File: src/rtl/pll_seq_pkg.sv
package pll_seq_pkg;

  typedef enum logic [2:0] {
    ST_IDLE  = 3'd0,
    ST_DOWN  = 3'd1,
    ST_MULT  = 3'd2,
    ST_PNDIV = 3'd3,
    ST_UP    = 3'd4,
    ST_WAIT  = 3'd5,
    ST_CHECK = 3'd6,
    ST_ON    = 3'd7
  } seq_state_t;

  localparam logic [1:0] SEL_CTRL  = 2'd0;
  localparam logic [1:0] SEL_MULT  = 2'd1;
  localparam logic [1:0] SEL_PNDIV = 2'd2;

  localparam int BIT_PWRDN  = 0;
  localparam int BIT_BYPASS = 1;
  localparam int BIT_DIRIN  = 2;
  localparam int BIT_DIROUT = 3;
  localparam int BIT_CLKEN  = 4;

  // Power the loop down; strip bypass, direct paths and output enable.
  function automatic logic [31:0] ctrl_down(input logic [31:0] base);
    logic [31:0] w;
    w = base;
    w[BIT_PWRDN]  = 1'b1;
    w[BIT_BYPASS] = 1'b0;
    w[BIT_DIRIN]  = 1'b0;
    w[BIT_DIROUT] = 1'b0;
    w[BIT_CLKEN]  = 1'b0;
    return w;
  endfunction

  function automatic logic [31:0] ctrl_up(input logic [31:0] base);
    logic [31:0] w;
    w = ctrl_down(base);
    w[BIT_PWRDN] = 1'b0;
    return w;
  endfunction

  function automatic logic [31:0] ctrl_on(input logic [31:0] base);
    logic [31:0] w;
    w = ctrl_up(base);
    w[BIT_CLKEN] = 1'b1;
    return w;
  endfunction

endpackage

File: src/rtl/pll_seq_timer.sv
module pll_seq_timer #(
  parameter int LIMIT = 500
) (
  input  logic clk,
  input  logic rst_n,
  input  logic run_i,
  output logic hit_o
);
  localparam int CW = (LIMIT > 1) ? $clog2(LIMIT) : 1;
  localparam logic [CW-1:0] LAST = CW'(LIMIT - 1);

  logic [CW-1:0] cnt_q;

  assign hit_o = run_i && (cnt_q == LAST);

  always_ff @(posedge clk) begin
    if (!rst_n || !run_i || hit_o) cnt_q <= '0;
    else                           cnt_q <= cnt_q + 1'b1;
  end

  AST_TMR_BOUND: assert property (@(posedge clk) disable iff (!rst_n)
    run_i |-> (cnt_q <= LAST));

endmodule

File: src/rtl/pll_seq_tries.sv
module pll_seq_tries #(
  parameter int TRIES = 4
) (
  input  logic clk,
  input  logic rst_n,
  input  logic clr_i,
  input  logic inc_i,
  output logic last_o
);
  localparam int TW = (TRIES > 1) ? $clog2(TRIES) : 1;
  localparam logic [TW-1:0] FINAL = TW'(TRIES - 1);

  logic [TW-1:0] tries_q;

  assign last_o = (tries_q == FINAL);

  always_ff @(posedge clk) begin
    if (!rst_n || clr_i) tries_q <= '0;
    else if (inc_i)      tries_q <= tries_q + 1'b1;
  end

  AST_TRY_BOUND: assert property (@(posedge clk) disable iff (!rst_n)
    inc_i |-> !last_o);

endmodule

File: src/rtl/pll_reprog_seq.sv
module pll_reprog_seq
  import pll_seq_pkg::*;
#(
  parameter int          CLK_HZ     = 50_000_000,
  parameter int          WAIT_NS    = 10_000,
  parameter int          LOCK_TRIES = 4,
  parameter logic [31:0] PNDIV_WORD = 32'h0030_2062
) (
  input  logic        clk,
  input  logic        rst_n,
  input  logic        start_i,
  input  logic [31:0] ctrl_cur_i,
  input  logic [31:0] mult_i,
  output logic        wr_valid_o,
  input  logic        wr_ready_i,
  output logic [1:0]  wr_sel_o,
  output logic [31:0] wr_data_o,
  input  logic        lock_i,
  output logic        busy_o,
  output logic        done_o,
  output logic        error_o
);
  localparam int WAIT_CYC_RAW = (CLK_HZ / 1000) * (WAIT_NS / 1000) / 1000;
  localparam int WAIT_CYC     = (WAIT_CYC_RAW < 1) ? 1 : WAIT_CYC_RAW;

  seq_state_t  state_q, state_d;
  logic [31:0] base_q, mult_q;
  logic        done_q, err_q;

  // Named events
  logic accept_start, wr_fire, wait_hit, chk_evt, lock_seen, lock_miss;
  logic last_try, fail_evt, pass_evt;

  assign accept_start = (state_q == ST_IDLE) && start_i;
  assign wr_fire      = wr_valid_o && wr_ready_i;
  assign chk_evt      = (state_q == ST_CHECK);
  assign lock_seen    = chk_evt && lock_i;
  assign lock_miss    = chk_evt && !lock_i;
  assign fail_evt     = lock_miss && last_try;
  assign pass_evt     = (state_q == ST_ON) && wr_ready_i;

  pll_seq_timer #(.LIMIT(WAIT_CYC)) u_timer (
    .clk   (clk),
    .rst_n (rst_n),
    .run_i (state_q == ST_WAIT),
    .hit_o (wait_hit)
  );

  pll_seq_tries #(.TRIES(LOCK_TRIES)) u_tries (
    .clk    (clk),
    .rst_n  (rst_n),
    .clr_i  (accept_start),
    .inc_i  (lock_miss && !last_try),
    .last_o (last_try)
  );

  always_comb begin
    wr_valid_o = 1'b0;
    wr_sel_o   = SEL_CTRL;
    wr_data_o  = '0;
    unique case (state_q)
      ST_DOWN:  begin wr_valid_o = 1'b1; wr_data_o = ctrl_down(base_q); end
      ST_MULT:  begin wr_valid_o = 1'b1; wr_sel_o = SEL_MULT;  wr_data_o = mult_q; end
      ST_PNDIV: begin wr_valid_o = 1'b1; wr_sel_o = SEL_PNDIV; wr_data_o = PNDIV_WORD; end
      ST_UP:    begin wr_valid_o = 1'b1; wr_data_o = ctrl_up(base_q); end
      ST_ON:    begin wr_valid_o = 1'b1; wr_data_o = ctrl_on(base_q); end
      default:  ;
    endcase
  end

  always_comb begin
    state_d = state_q;
    unique case (state_q)
      ST_IDLE:  if (start_i) state_d = ST_DOWN;
      ST_DOWN:  if (wr_ready_i) state_d = ST_MULT;
      ST_MULT:  if (wr_ready_i) state_d = ST_PNDIV;
      ST_PNDIV: if (wr_ready_i) state_d = ST_UP;
      ST_UP:    if (wr_ready_i) state_d = ST_WAIT;
      ST_WAIT:  if (wait_hit)   state_d = ST_CHECK;
      ST_CHECK: begin
        if (lock_i)        state_d = ST_ON;
        else if (last_try) state_d = ST_IDLE;
        else               state_d = ST_WAIT;
      end
      ST_ON:    if (wr_ready_i) state_d = ST_IDLE;
      default:  state_d = ST_IDLE;
    endcase
  end

  always_ff @(posedge clk) begin
    if (!rst_n) begin
      state_q <= ST_IDLE;
      base_q  <= '0;
      mult_q  <= '0;
      done_q  <= 1'b0;
      err_q   <= 1'b0;
    end else begin
      state_q <= state_d;
      if (accept_start) begin
        base_q <= ctrl_cur_i;
        mult_q <= mult_i;
        done_q <= 1'b0;
        err_q  <= 1'b0;
      end
      if (pass_evt) done_q <= 1'b1;
      if (fail_evt) err_q  <= 1'b1;
    end
  end

  assign busy_o  = (state_q != ST_IDLE);
  assign done_o  = done_q;
  assign error_o = err_q;

  AST_VALID_HOLD: assert property (@(posedge clk) disable iff (!rst_n)
    (wr_valid_o && !wr_ready_i) |=> (wr_valid_o && $stable(wr_sel_o) && $stable(wr_data_o)));
  AST_FLAGS_EXCL: assert property (@(posedge clk) disable iff (!rst_n)
    !(done_o && error_o));
  AST_LOCK_TO_ENABLE: assert property (@(posedge clk) disable iff (!rst_n)
    lock_seen |=> (wr_valid_o && wr_sel_o == SEL_CTRL && wr_data_o[BIT_CLKEN]));
  AST_FAIL_QUIET: assert property (@(posedge clk) disable iff (!rst_n)
    error_o |-> !wr_valid_o);
  AST_CHECK_AFTER_WAIT: assert property (@(posedge clk) disable iff (!rst_n)
    chk_evt |-> $past(wait_hit));
  AST_BUSY_START_IGNORED: assert property (@(posedge clk) disable iff (!rst_n)
    (busy_o && start_i) |=> $stable(base_q) && $stable(mult_q));

endmodule

File: config.mk
export PLATFORM = sky130hd
export DESIGN_NAME = pll_reprog_seq
export DESIGN_NICKNAME = d
export VERILOG_FILES = /design/src/rtl/pll_seq_pkg.sv /design/src/rtl/pll_seq_timer.sv /design/src/rtl/pll_seq_tries.sv /design/src/rtl/pll_reprog_seq.sv
export SDC_FILE = /design/constraint.sdc
export NUM_CORES = 1
export LEC_CHECK = 0
export ABC_AREA = 1
export BUFFER_PORTS_ARGS = -buffer_cell sky130_fd_sc_hd__buf_2
export CAP_MARGIN = 5
export CORE_MARGIN = 3
export CORE_UTILIZATION = 25
export DETAILED_ROUTE_END_ITERATION = 10
export GPL_TIMING_DRIVEN = 0
export SYNTH_ARGS = -nofsm -noshare
export SYNTH_HDL_FRONTEND = slang
export SYNTH_SLANG_ARGS = --single-unit
File: constraint.sdc
create_clock -name clk -period 1.5 [get_ports clk]
set_input_delay 0.15 -clock clk [delete_from_list [all_inputs] [get_ports clk]]
set_output_delay 0.15 -clock clk [all_outputs]
set_load 0.005 [all_outputs]
# ---- Word-level counts from Yosys, hierarchy flattened
# Index checks and enable logic that the tools add are counted.
dict set report totals {
  register_bits 80
  in_bits 69
  out_inout_bits 38
  elab_cells 60
}
dict set report op_classes {
  n_addsub 2
  n_eq_ne 16
  mux 16
  n_reduce_logical 19
}
# op n
set op_table {}
lappend op_table {{case mux 32 bit (5 select lines)} 1}
lappend op_table {{two-way mux 3 bit} 9}
lappend op_table {{case mux 3 bit (8 select lines)} 1}
lappend op_table {{!= test 2 bit (second input constant)} 7}
lappend op_table {{equality test 3 bit (second input constant)} 4}
lappend op_table {{adder 9 x 1 -> 9 bit (second input constant)} 1}
lappend op_table {{equality test 9 bit (second input constant)} 1}
lappend op_table {{AND reduction 7 bit} 1}
lappend op_table {{equality test 3 x 2 -> 1 bit (second input constant)} 2}
lappend op_table {{logical AND 1 bit} 6}
lappend op_table {{OR reduction 5 bit} 1}
lappend op_table {{zero test 1 bit} 4}
lappend op_table {{two-way mux 1 bit} 4}
lappend op_table {{case mux 2 bit (2 select lines)} 1}
lappend op_table {{nonzero test 2 bit} 2}
lappend op_table {{equality test 3 x 1 -> 1 bit (second input constant)} 1}
lappend op_table {{zero test 3 bit} 1}
lappend op_table {{logical OR 1 bit} 3}
lappend op_table {{nonzero test 3 bit} 1}
lappend op_table {{adder 2 x 1 -> 2 bit (second input constant)} 1}
lappend op_table {{equality test 2 bit (second input constant)} 1}

# ---- Logic depth before layout (Yosys ltp)
# Gate-level depths: netlist of run 1.
dict set report logic_depth {
  ltp_word 4
  mapped_depth 9
  ltp_nobuf 9
}

# ---- Modules after synthesis
# A second synthesis of run 1 with hierarchy kept.
dict set report hier_totals {
  hier_cells 435
  area_unflattened_um2 3499.6
}
# mod n_inst cells_per_inst area_per_inst_um2 seq_area_each_um2
set by_module_without_submodules {}
lappend by_module_without_submodules {pll_reprog_seq 1 362 2967.8 1281.2}
lappend by_module_without_submodules {pll_seq_timer 1 59 434.2 180.2}
lappend by_module_without_submodules {pll_seq_tries 1 14 97.6 40.0}

# ---- Least setup slack after synthesis of run 1
# OpenSTA, ideal clock, no wires.
dict set report synth_path {
  kind {register to output}
  from {register state_q[1]}
  to {output port wr_data_o[10]}
  arrival_time_ns 1.104
  t_required_ns 1.350
  setup_slack_ns 0.246
  path_stages_with_launch 8
  n_path_buf 2
  path_cell_list {dfxtp_1 buf_2 inv_1 nand3_2 nand2_1 nor2_4 buf_6 o22ai_1}
}
dict set report synth_between {
  elab_chain_len 2
  elab_cells_between_ends 6
  cone_classes {5 x eq/ne; 1 x mux}
}
# item line
set synth_lines {}
lappend synth_lines {{start, declared} pll_reprog_seq.sv:26} ;# seq_state_t state_q, state_d;
lappend synth_lines {{start signal, assigned} pll_reprog_seq.sv:98} ;# state_q <= state_d;
lappend synth_lines {{equality test 3 bit, or another cell as far along} pll_reprog_seq.sv:61} ;# unique case (state_q)
lappend synth_lines {{case mux 32 bit (5 select lines) *} pll_reprog_seq.sv:61}
lappend synth_lines {{end, declared} pll_reprog_seq.sv:17} ;# output logic [31:0] wr_data_o,
# Mark *: on every way between the ends. The rest lies on a longest branch, timed or not.

# ---- Worst setup path in the final report of run 1
dict set report layout_path {
  from {register state_q[1]}
  to {output port wr_data_o[16]}
}
# Same word-level chain as after synthesis.

==> results list, run 1 <==
* Outcome: finished with violations
* Violations in the final reports: setup timing
- Number of synthesized register bits: 75
- Pin count of the biggest net entering global routing: 14
- Hold repair after CTS inserted 0 buffers.
- Setup violations remaining at the end of the flow were counted as 33.
- Arr. time, crit path: 1.63 ns
- Traced cell by cell, the critical path runs through buf_6 -> inv_4 -> nand3_4 -> nand2_4 -> nor2_4 -> buf_6 -> o22ai_1 -> buf_2.
- Post-synthesis area per instance: 7.80 um2
- Of the post-synthesis cell area, the dominant cell type holds 47.0%.
- The critical path in this run is classified as reg2out.
- Total global routing overflow: 0
- In this run the horizontal extent of the chip is 119 um.
- LEAKAGE: 1.94 nW
- After synthesis, flip-flops and latches occupy 47.0% of the total area.
* Vias in the first global route: 3171
- The congestion estimate from routability-driven global placement came to 0.798.
- Global routing used 14.7% of the available tracks.
- The synthesized netlist devotes 0.783% of its cell area to adder and majority cells.
- The final count of hold timing violations was 0.
- Max-cap violations: 0
- Synthesized-area fraction occupied by xor and xnor cells: 1.10%
- Deepest level of the CTS H-tree: 3
- Clock insertion delay at the later pin of the skew report: 0.34 ns
- TritonCTS created 9 clock buffers.
- Counting tap cells, the placed design contains a total of 678 instances.
- Final clock skew: 0.00610 ns
- In this design, the stage delay of the slowest critical-path cell is 0.33 ns.
- Headroom to the max-slew limit came out at 62.4%.
- The max-slew violation count came to 0.
- In the final layout, the share of cells above drive strength 1 is 36.3%.
- The final route contains 3274 vias.
- In this run the remaining antenna-violating nets after routing total 0.
- By area, the combinational part of the netlist is dominated by compound AO/OA/AOI/OAI gates.
* Routed length per placed instance: 15.0 um
- Layout area overhead: 43.4%
- After detailed routing, the number of remaining DRC violations is 0.
- Core occupancy in the finished layout: 37.4%
- The kind of cell with the highest combined delay along the critical path is buffers and inverters.
- The routed design could run at a clock period as short as 1.78 ns.
- Sum of routed wire length over all layers: 10.7 mm
* Critical-path cell with the highest stage delay: sky130_fd_sc_hd__dfxtp_2
* Wire length of the first global-routing pass: 16.2 mm
* Launching element type of the critical path: flip-flop
- For this configuration, the core starts out at a cell density of 26.1%.
- In this run the clock root is driven by a sky130_fd_sc_hd__clkbuf_16.
- The floorplan has 40 rows.
- Setup slack on the critical path of the routed design comes to -0.285 ns.
* Yosys top cell by area: sky130_fd_sc_hd__dfxtp_1
- Max frequency: 560 MHz
- Counting both buffers and inverters, the worst setup path holds a total of 4.
* CTS tree: done
- For this design, the sink count on the clock tree is 75.
- In this run the worst path has a maximum fanout of 10.
- Via-to-Cell Ratio: 4.60
- The worst-case IR drop observed on VDD is 810 uV.
- Initial antenna violation count: 0
- After synthesis, the share of cell area in mux cells is 0%.
- RSZ-0062 raised after global routing: true
* Io pins: 107
- At the pin with the least slew margin, the transition time is 0.565 ns.
- First-pass DRT Iterations: 4
- Final non-filler cell total: 711
- Clock Tree Buf Depth: 2
* Buffers added on ports: 100
* Unique cell type count in the Yosys netlist: 34
- The repair_antennas step left the layout with diodes totalling 0.
- Post-Syn Area: 0.00320 mm2
* Clock transition at the registers of the reported paths: 0.06 ns
* Final period util: 119%
* Compound-cell area share of the yosys netlist: 26.2%
- Dividing total power by cell area gives a power density of 1840 mW/mm2.
- The most numerous cell type found on the critical path is sky130_fd_sc_hd__buf_6.
- The die covers 0.0142 mm2.
* Worst Path Required: 1.35 ns
- Half-perimeter wire length after detailed placement: 7.42 mm
- Simple-gate share of the synthesized area: 11.3%
- Counting every net in the synthesized netlist gives 481.
- The worst hold path belongs to the class in2reg.
- For this block, the initial DRC count from the detailed router was 187.
- The Yosys step of the flow raised 0 warnings.
- Fillers: 1278
- Core Region: 0.0123 mm2
- Die span in y: 119 um
- Leading post-synthesis cells by cell area: sky130_fd_sc_hd__dfxtp_1 (47%), sky130_fd_sc_hd__a21oi_1 (9.7%), sky130_fd_sc_hd__inv_1 (8.3%), sky130_fd_sc_hd__o21ai_0 (6.6%), sky130_fd_sc_hd__o22ai_1 (4.5%)
- Count of mapped cells out of synthesis: 410
* Final-stage net count: 610
- Kind of capture point of the worst setup path: output pin
- On the final layout, the worst hold slack is 0.0797 ns.
## synth_stat cells
master and instances:
sky130_fd_sc_hd__buf_4 1, sky130_fd_sc_hd__inv_4 1, sky130_fd_sc_hd__nor3b_1 2, sky130_fd_sc_hd__or2_0 1, sky130_fd_sc_hd__o21ai_1 20, sky130_fd_sc_hd__nand4_1 1, sky130_fd_sc_hd__nor3_1 3, sky130_fd_sc_hd__o221ai_1 5
sky130_fd_sc_hd__a22oi_1 1, sky130_fd_sc_hd__xor2_1 3, sky130_fd_sc_hd__inv_1 71, sky130_fd_sc_hd__inv_2 2, sky130_fd_sc_hd__o21ai_2 1, sky130_fd_sc_hd__nand3_2 5, sky130_fd_sc_hd__buf_6 6, sky130_fd_sc_hd__o22ai_1 23
sky130_fd_sc_hd__xnor2_1 1, sky130_fd_sc_hd__o21ai_0 42, sky130_fd_sc_hd__dfxtp_1 75, sky130_fd_sc_hd__nand2_2 1, sky130_fd_sc_hd__clkbuf_1 8, sky130_fd_sc_hd__buf_2 9, sky130_fd_sc_hd__nand3_1 8, sky130_fd_sc_hd__ha_1 2
sky130_fd_sc_hd__clkbuf_2 1, sky130_fd_sc_hd__nor4_1 1, sky130_fd_sc_hd__nor3_2 1, sky130_fd_sc_hd__a31oi_1 1, sky130_fd_sc_hd__a21oi_1 62, sky130_fd_sc_hd__o21a_1 1, sky130_fd_sc_hd__nor2_2 3, sky130_fd_sc_hd__nand2_1 21
sky130_fd_sc_hd__nor2_4 1, sky130_fd_sc_hd__nor2_1 26
## cells in the final DEF (no fill, tap or decap), types with 3 or more instances in the layout
cell	instances
sky130_fd_sc_hd__a21oi_1	61
sky130_fd_sc_hd__buf_2	105
sky130_fd_sc_hd__buf_4	19
sky130_fd_sc_hd__buf_6	11
sky130_fd_sc_hd__clkbuf_1	6
sky130_fd_sc_hd__clkbuf_16	9
sky130_fd_sc_hd__dfxtp_1	72
sky130_fd_sc_hd__inv_1	69
sky130_fd_sc_hd__nand2_1	17
sky130_fd_sc_hd__nand2_2	3
sky130_fd_sc_hd__nand3_1	8
sky130_fd_sc_hd__nand3_4	3
sky130_fd_sc_hd__nor2_1	21
sky130_fd_sc_hd__nor2_2	5
sky130_fd_sc_hd__nor2_4	4
sky130_fd_sc_hd__nor3_1	3
sky130_fd_sc_hd__o21ai_0	37
sky130_fd_sc_hd__o21ai_1	24
sky130_fd_sc_hd__o221ai_2	5
sky130_fd_sc_hd__o22ai_1	15
sky130_fd_sc_hd__o22ai_2	7
sky130_fd_sc_hd__xor2_1	3
## state kept, by name, summed over array words and instances, names as in the netlist
register,flops
u_tries.tries_q,2
done_o,1
error_o,1
u_timer.cnt_q,9
base_q,27
mult_q,32
state_q,3
## tightest hold or removal path, stage by stage
cell,delay (ns)
sky130_fd_sc_hd__buf_2,0.08
sky130_fd_sc_hd__o21ai_1,0.06
sky130_fd_sc_hd__a21oi_1,0.10
## area by class of cell
type	instances	area [um2]	area share, %
sequential	75	1510	33.0
clock buffer	10	239	5.21
buffer	25	191	4.18
timing repair buffer	118	653	14.3
multi-input combinational	236	1430	31.2
inverter	74	288	6.28
clock inverter	5	62.6	1.37
tap	168	210	4.59
## worst paths after layout
path	start	to	slack (ns)	cells after the start
hold / removal	ctrl_cur_i[29]	base_q[29]	0.08	3
setup reg to reg	state_q[1]	state_q[1]	-0.03	12
setup / recovery	state_q[1]	wr_data_o[16]	-0.28	8
hold reg to reg	base_q[28]	base_q[28]	0.45	2
## stage by stage
| stage | setup slack, ns | instance area (um2) | TNS, ns | power (mW) |
|---|---|---|---|---|
| finish | -0.285 | 4580 | -7.94 | 8.45 |
| detailed placement | -0.279 | 3910 | -6.04 | 5.48 |
| floorplan | 0.246 | 3200 | 0 | 4.45 |
| CTS | -0.265 | 4410 | -7.56 | 8.09 |
| global route | -0.346 | 4580 | -10.93 | 8.99 |
| global placement | -0.258 | 3910 | -5.24 | 5.42 |
## metal layers
metal  wire [um]  vias to the layer above  GRT usage, %
met3         668                       21          4.65
met2        5060                      111          24.2
li1            -                     1617             -
met4         243                        0          4.27
met5           0                        -             0
met1        4680                     1525          18.4
## power breakdown
part	leakage [nW]	switching (mW)	internal, mW
registers	0.618	0.183	2.55
clock network	0.141	0.855	1.33
logic	1.18	2.06	1.48
## cell families after synthesis
| group | count (synthesis) |
|---|---|
| AO/OA/AOI/OAI | 156 |
| XOR/XNOR | 4 |
| adder cells (fa/ha/maj) | 2 |
| buffers and inverters | 99 |
| flip-flops | 75 |
| AND/OR/NAND/NOR | 74 |
## what timing repair did
item | CTS | global route
pin swaps | 4 | 5
endpoints found under the setup margin | 45 | 83
gates cloned | 0 | 1
gates resized for setup | 33 | 41
buffers inserted | 11 | 6
Power figures use the tool's default switching activity.
==> run 2: changes to the inputs <==
--- a/config.mk
+++ b/config.mk
@@ -12,6 +12,7 @@
 export CORE_UTILIZATION = 25
 export DETAILED_ROUTE_END_ITERATION = 10
 export GPL_TIMING_DRIVEN = 0
+export PLACE_DENSITY = 0.47
 export SYNTH_ARGS = -nofsm -noshare
 export SYNTH_HDL_FRONTEND = slang
 export SYNTH_SLANG_ARGS = --single-unit
==> results list, run 2 (same netlist as run 1, synthesis figures left out) <==
- The detailed router used layers up to and including met4.
* Cell breakdown of the critical path: buf_6 -> inv_6 -> nand3_4 -> nand2_2 -> nor2_4 -> buf_12 -> buf_4 -> o221ai_2 -> buf_2
- CTS Buf Count: 9 (unchanged)
* Total global routing overflow: 0 (unchanged)
* Fraction of power consumed by combinational cells: 40.7% (-1.1 points)
* Max incr delay on CP: 0.31 ns (-0.02 ns)
* Peak supply drop: 534 uV (-34%)
- The total met2 wirelength after detailed routing is 4.68 mm (-7.4%).
- Routed length per placed instance: 14.3 um (-4.3%)
- Power per cell area: 1810 mW/mm2 (-2.0%)
* Switching Fraction: 35.7% (-0.91 points)
* First-pass DRT Iterations: 4 (unchanged)
- The checks that failed: setup timing.
- Reported net switching power: 2.90 mW (-6.2%)
- The max-slew violation count was 0 (unchanged).
- The startpoint identified for the worst hold timing path is mult_i[25].
- The data arrival time of the critical path is 1.63 ns (about the same).
* Shortest period the worst path allows: 1.78 ns (+0.000238 ns)
- The total power of the final layout is 8.14 mW (-3.7%).
* Die span in y: 119 um (unchanged)
- The final count of hold timing violations was 0 (unchanged).
* Total GRT Usage: 14.5% (-0.18 points)
- Core Region: 0.0123 mm2 (unchanged)
- Slew at the pin closest to its max-slew limit: 0.449 ns (-0.115 ns)
- The count of antenna-violating nets left after detailed routing was 0 (unchanged).
* Critical R2R Launch: state_q[1]
- Std-Cell Rows: 40 (unchanged)
* Deepest level of the CTS H-tree: 3 (unchanged)
* Detailed-routed wire length on met3: 551 um (-18%)
- Worst setup slack after layout: -0.285 ns (-0.000238 ns)
* Vias in the first global route: 2991 (-5.7%)
- The routed length on met1 is 4.72 mm (+0.73%).
- The largest registers in the layout are mult_q (32), base_q (27), u_timer.cnt_q (9).
- Total number of vias: 3103 (-5.2%)
* Clock insertion delay at the later pin of the skew report: 0.34 ns (about the same)
- The highest net fanout along the worst path came to 9 (-1).
- Width of the chip: 119 um (unchanged)
- Worst Setup Path Type: reg2out
- The flip-flop count of the largest register, all copies and words added is 32 (unchanged).
- In this run the clock root is driven by a sky130_fd_sc_hd__clkbuf_16.
- Register area: 0.00151 mm2 (about the same)
- Pin count of the biggest net entering global routing: 12 (-2)
- Worst hold-check slack: 0.0811 ns (+0.00132 ns)
- Final-stage net count: 604 (-0.98%)
- The run finished, with violations left.
- STA classifies the critical path endpoint as an output pin.
- The worst clock skew on the final layout was 0.00579 ns (-0.000305 ns).
* Worst hold-check path type: in2reg
- The HPWL after detailed placement is 7.40 mm (-0.31%).
- Max frequency: 560 MHz (about the same)
* Final weighted congestion in routability-driven placement: 0.743 (-6.9%)
- The number of placed I/O pins came to 107 (unchanged).
- Setup repair after global routing could not meet its margin everywhere.
- The number of clock sinks is 75 (unchanged).
- The clock-pin transition on the worst setup and hold timing paths is 0.06 ns (about the same).
* Critical-path cell with the highest stage delay: sky130_fd_sc_hd__dfxtp_2
- STA classifies the critical path startpoint as a flip-flop.
- For hold timing, the worst endpoint is mult_q[25].
- Core occupancy in the finished layout: 36.7% (-0.67 points)
- mult_q holds more flip-flops than any other register.
- Internal Power: 5.23 mW (-2.4%)
- Wire length of the first global-routing pass: 15.9 mm (-1.4%)
- The required arrival time at the worst endpoint is 1.35 ns (about the same).
- The fraction of layout cells with a size suffix above 1 was 34.6% (-1.6 points).
* Via-to-Cell Ratio: 4.40 (-4.4%)
* Count of final setup violators: 31 (-6.1%)
- The library cell used most frequently in the layout, excluding fill and tap cells, is sky130_fd_sc_hd__buf_2.
- The relative slew slack came to 70.0% (+7.7 points).
- Sum of routed wire length over all layers: 10.1 mm (-5.1%)
- Multi-input gate area: 0.00140 mm2 (-2.0%)
- Buffers added on ports: 100 (unchanged)
* Final period util: 119% (about the same)
* CTS tree: done
- The effective utilization at floorplan was 26.1% (unchanged).
- The endpoint identified for the worst register-to-register timing path is mult_q[15].
* LEAKAGE: 1.92 nW (-0.88%)
- The number of buffers added to fix hold violations after cts is 0 (unchanged).
* DRC errors left: 0 (unchanged)
* Power share of the sequential group: 33.8% (+1.5 points)
* Fillers: 1332 (+4.2%)
- The cell count of the worst reg-to-reg path was 7 (-5).
- Layout area overhead: 40.8%
- Hold Crit Depth: 3 (unchanged)
* Max-cap violations: 0 (unchanged)
- Most frequent cells in the layout: sky130_fd_sc_hd__buf_2 (107), sky130_fd_sc_hd__dfxtp_1 (71), sky130_fd_sc_hd__inv_1 (69)
- Clock Tree Buf Depth: 2 (unchanged)
- DRC marker count from the first detailed-route iteration: 161 (-14%)
- The die area is 0.0142 mm2 (unchanged).
* Initial antenna violation count: 0 (unchanged)
- The clock power share was 25.4% (-0.5 points).
* Ant diodes: 0 (unchanged)
- Setup slack on the worst flop-to-flop path: 0.11 ns (+0.14 ns)
## run 2: area by class of cell
cell class                 instances  area share, %
clock inverter                     3          0.890
tap                              168           4.67
multi-input combinational        236           31.1
inverter                          74           6.62
timing repair buffer             112           13.5
clock buffer                      12           5.25
sequential                        75           33.6
buffer                            25           4.39
## run 2: how the worst max path moves through the flow
stage,from,cells after the start,slack (ns),to
4_1_cts,state_q[1],9,-0.27,wr_data_o[20]
2_1_floorplan,state_q[1],7,0.25,wr_data_o[10]
6_report,state_q[1],9,-0.28,wr_data_o[20]
5_1_grt,state_q[1],9,-0.34,wr_data_o[20]
3_3_place_gp,state_q[0],7,-0.26,wr_data_o[12]
3_5_place_dp,state_q[0],7,-0.24,wr_data_o[12]
## run 2: per-layer routing
metal  up-vias  global-route usage [%]
li1       1602                       -
met1      1419                    18.4
met2        70                    23.3
met3        12                    4.56
met4         0                    4.78
met5         -                       0
## run 2: metrics by stage
stage	TNS (ns)	area (um2)	worst slack, ns	std cells
floorplan	0	3200	0.246	410
global placement	-5.87	3910	-0.259	678
detailed placement	-5.86	3910	-0.243	678
CTS	-7.47	4430	-0.273	702
global route	-9.54	4500	-0.344	705
finish	-7.40	4500	-0.285	705
## run 2: power by group through the flow
| stage | Sequential [mW] | Clock [mW] | Combinational [mW] |
|---|---|---|---|
| finish | 2.75 | 2.07 | 3.32 |
| global route | 2.80 | 2.22 | 3.70 |
| CTS | 2.75 | 2.13 | 3.25 |
| detailed placement | 2.75 | 0 | 2.72 |
| global placement | 2.74 | 0 | 2.70 |
| floorplan | 2.71 | 0 | 1.74 |
## run 2: worst max-delay path, delay by kind of cell (launching register included)
kind                   cells  cell delay (ns)
buffers and inverters      5             0.61
DFF                        1             0.31
AOI/OAI and AO/OA          1             0.13
and+or+nand+nor            3             0.23
## run 2: what timing repair did
item                                    4_1_cts  5_1_grt
setup buffers                                 9        3
endpoints found under the setup margin       44       56
gates resized for setup                      43       19
pin swaps                                     5        0
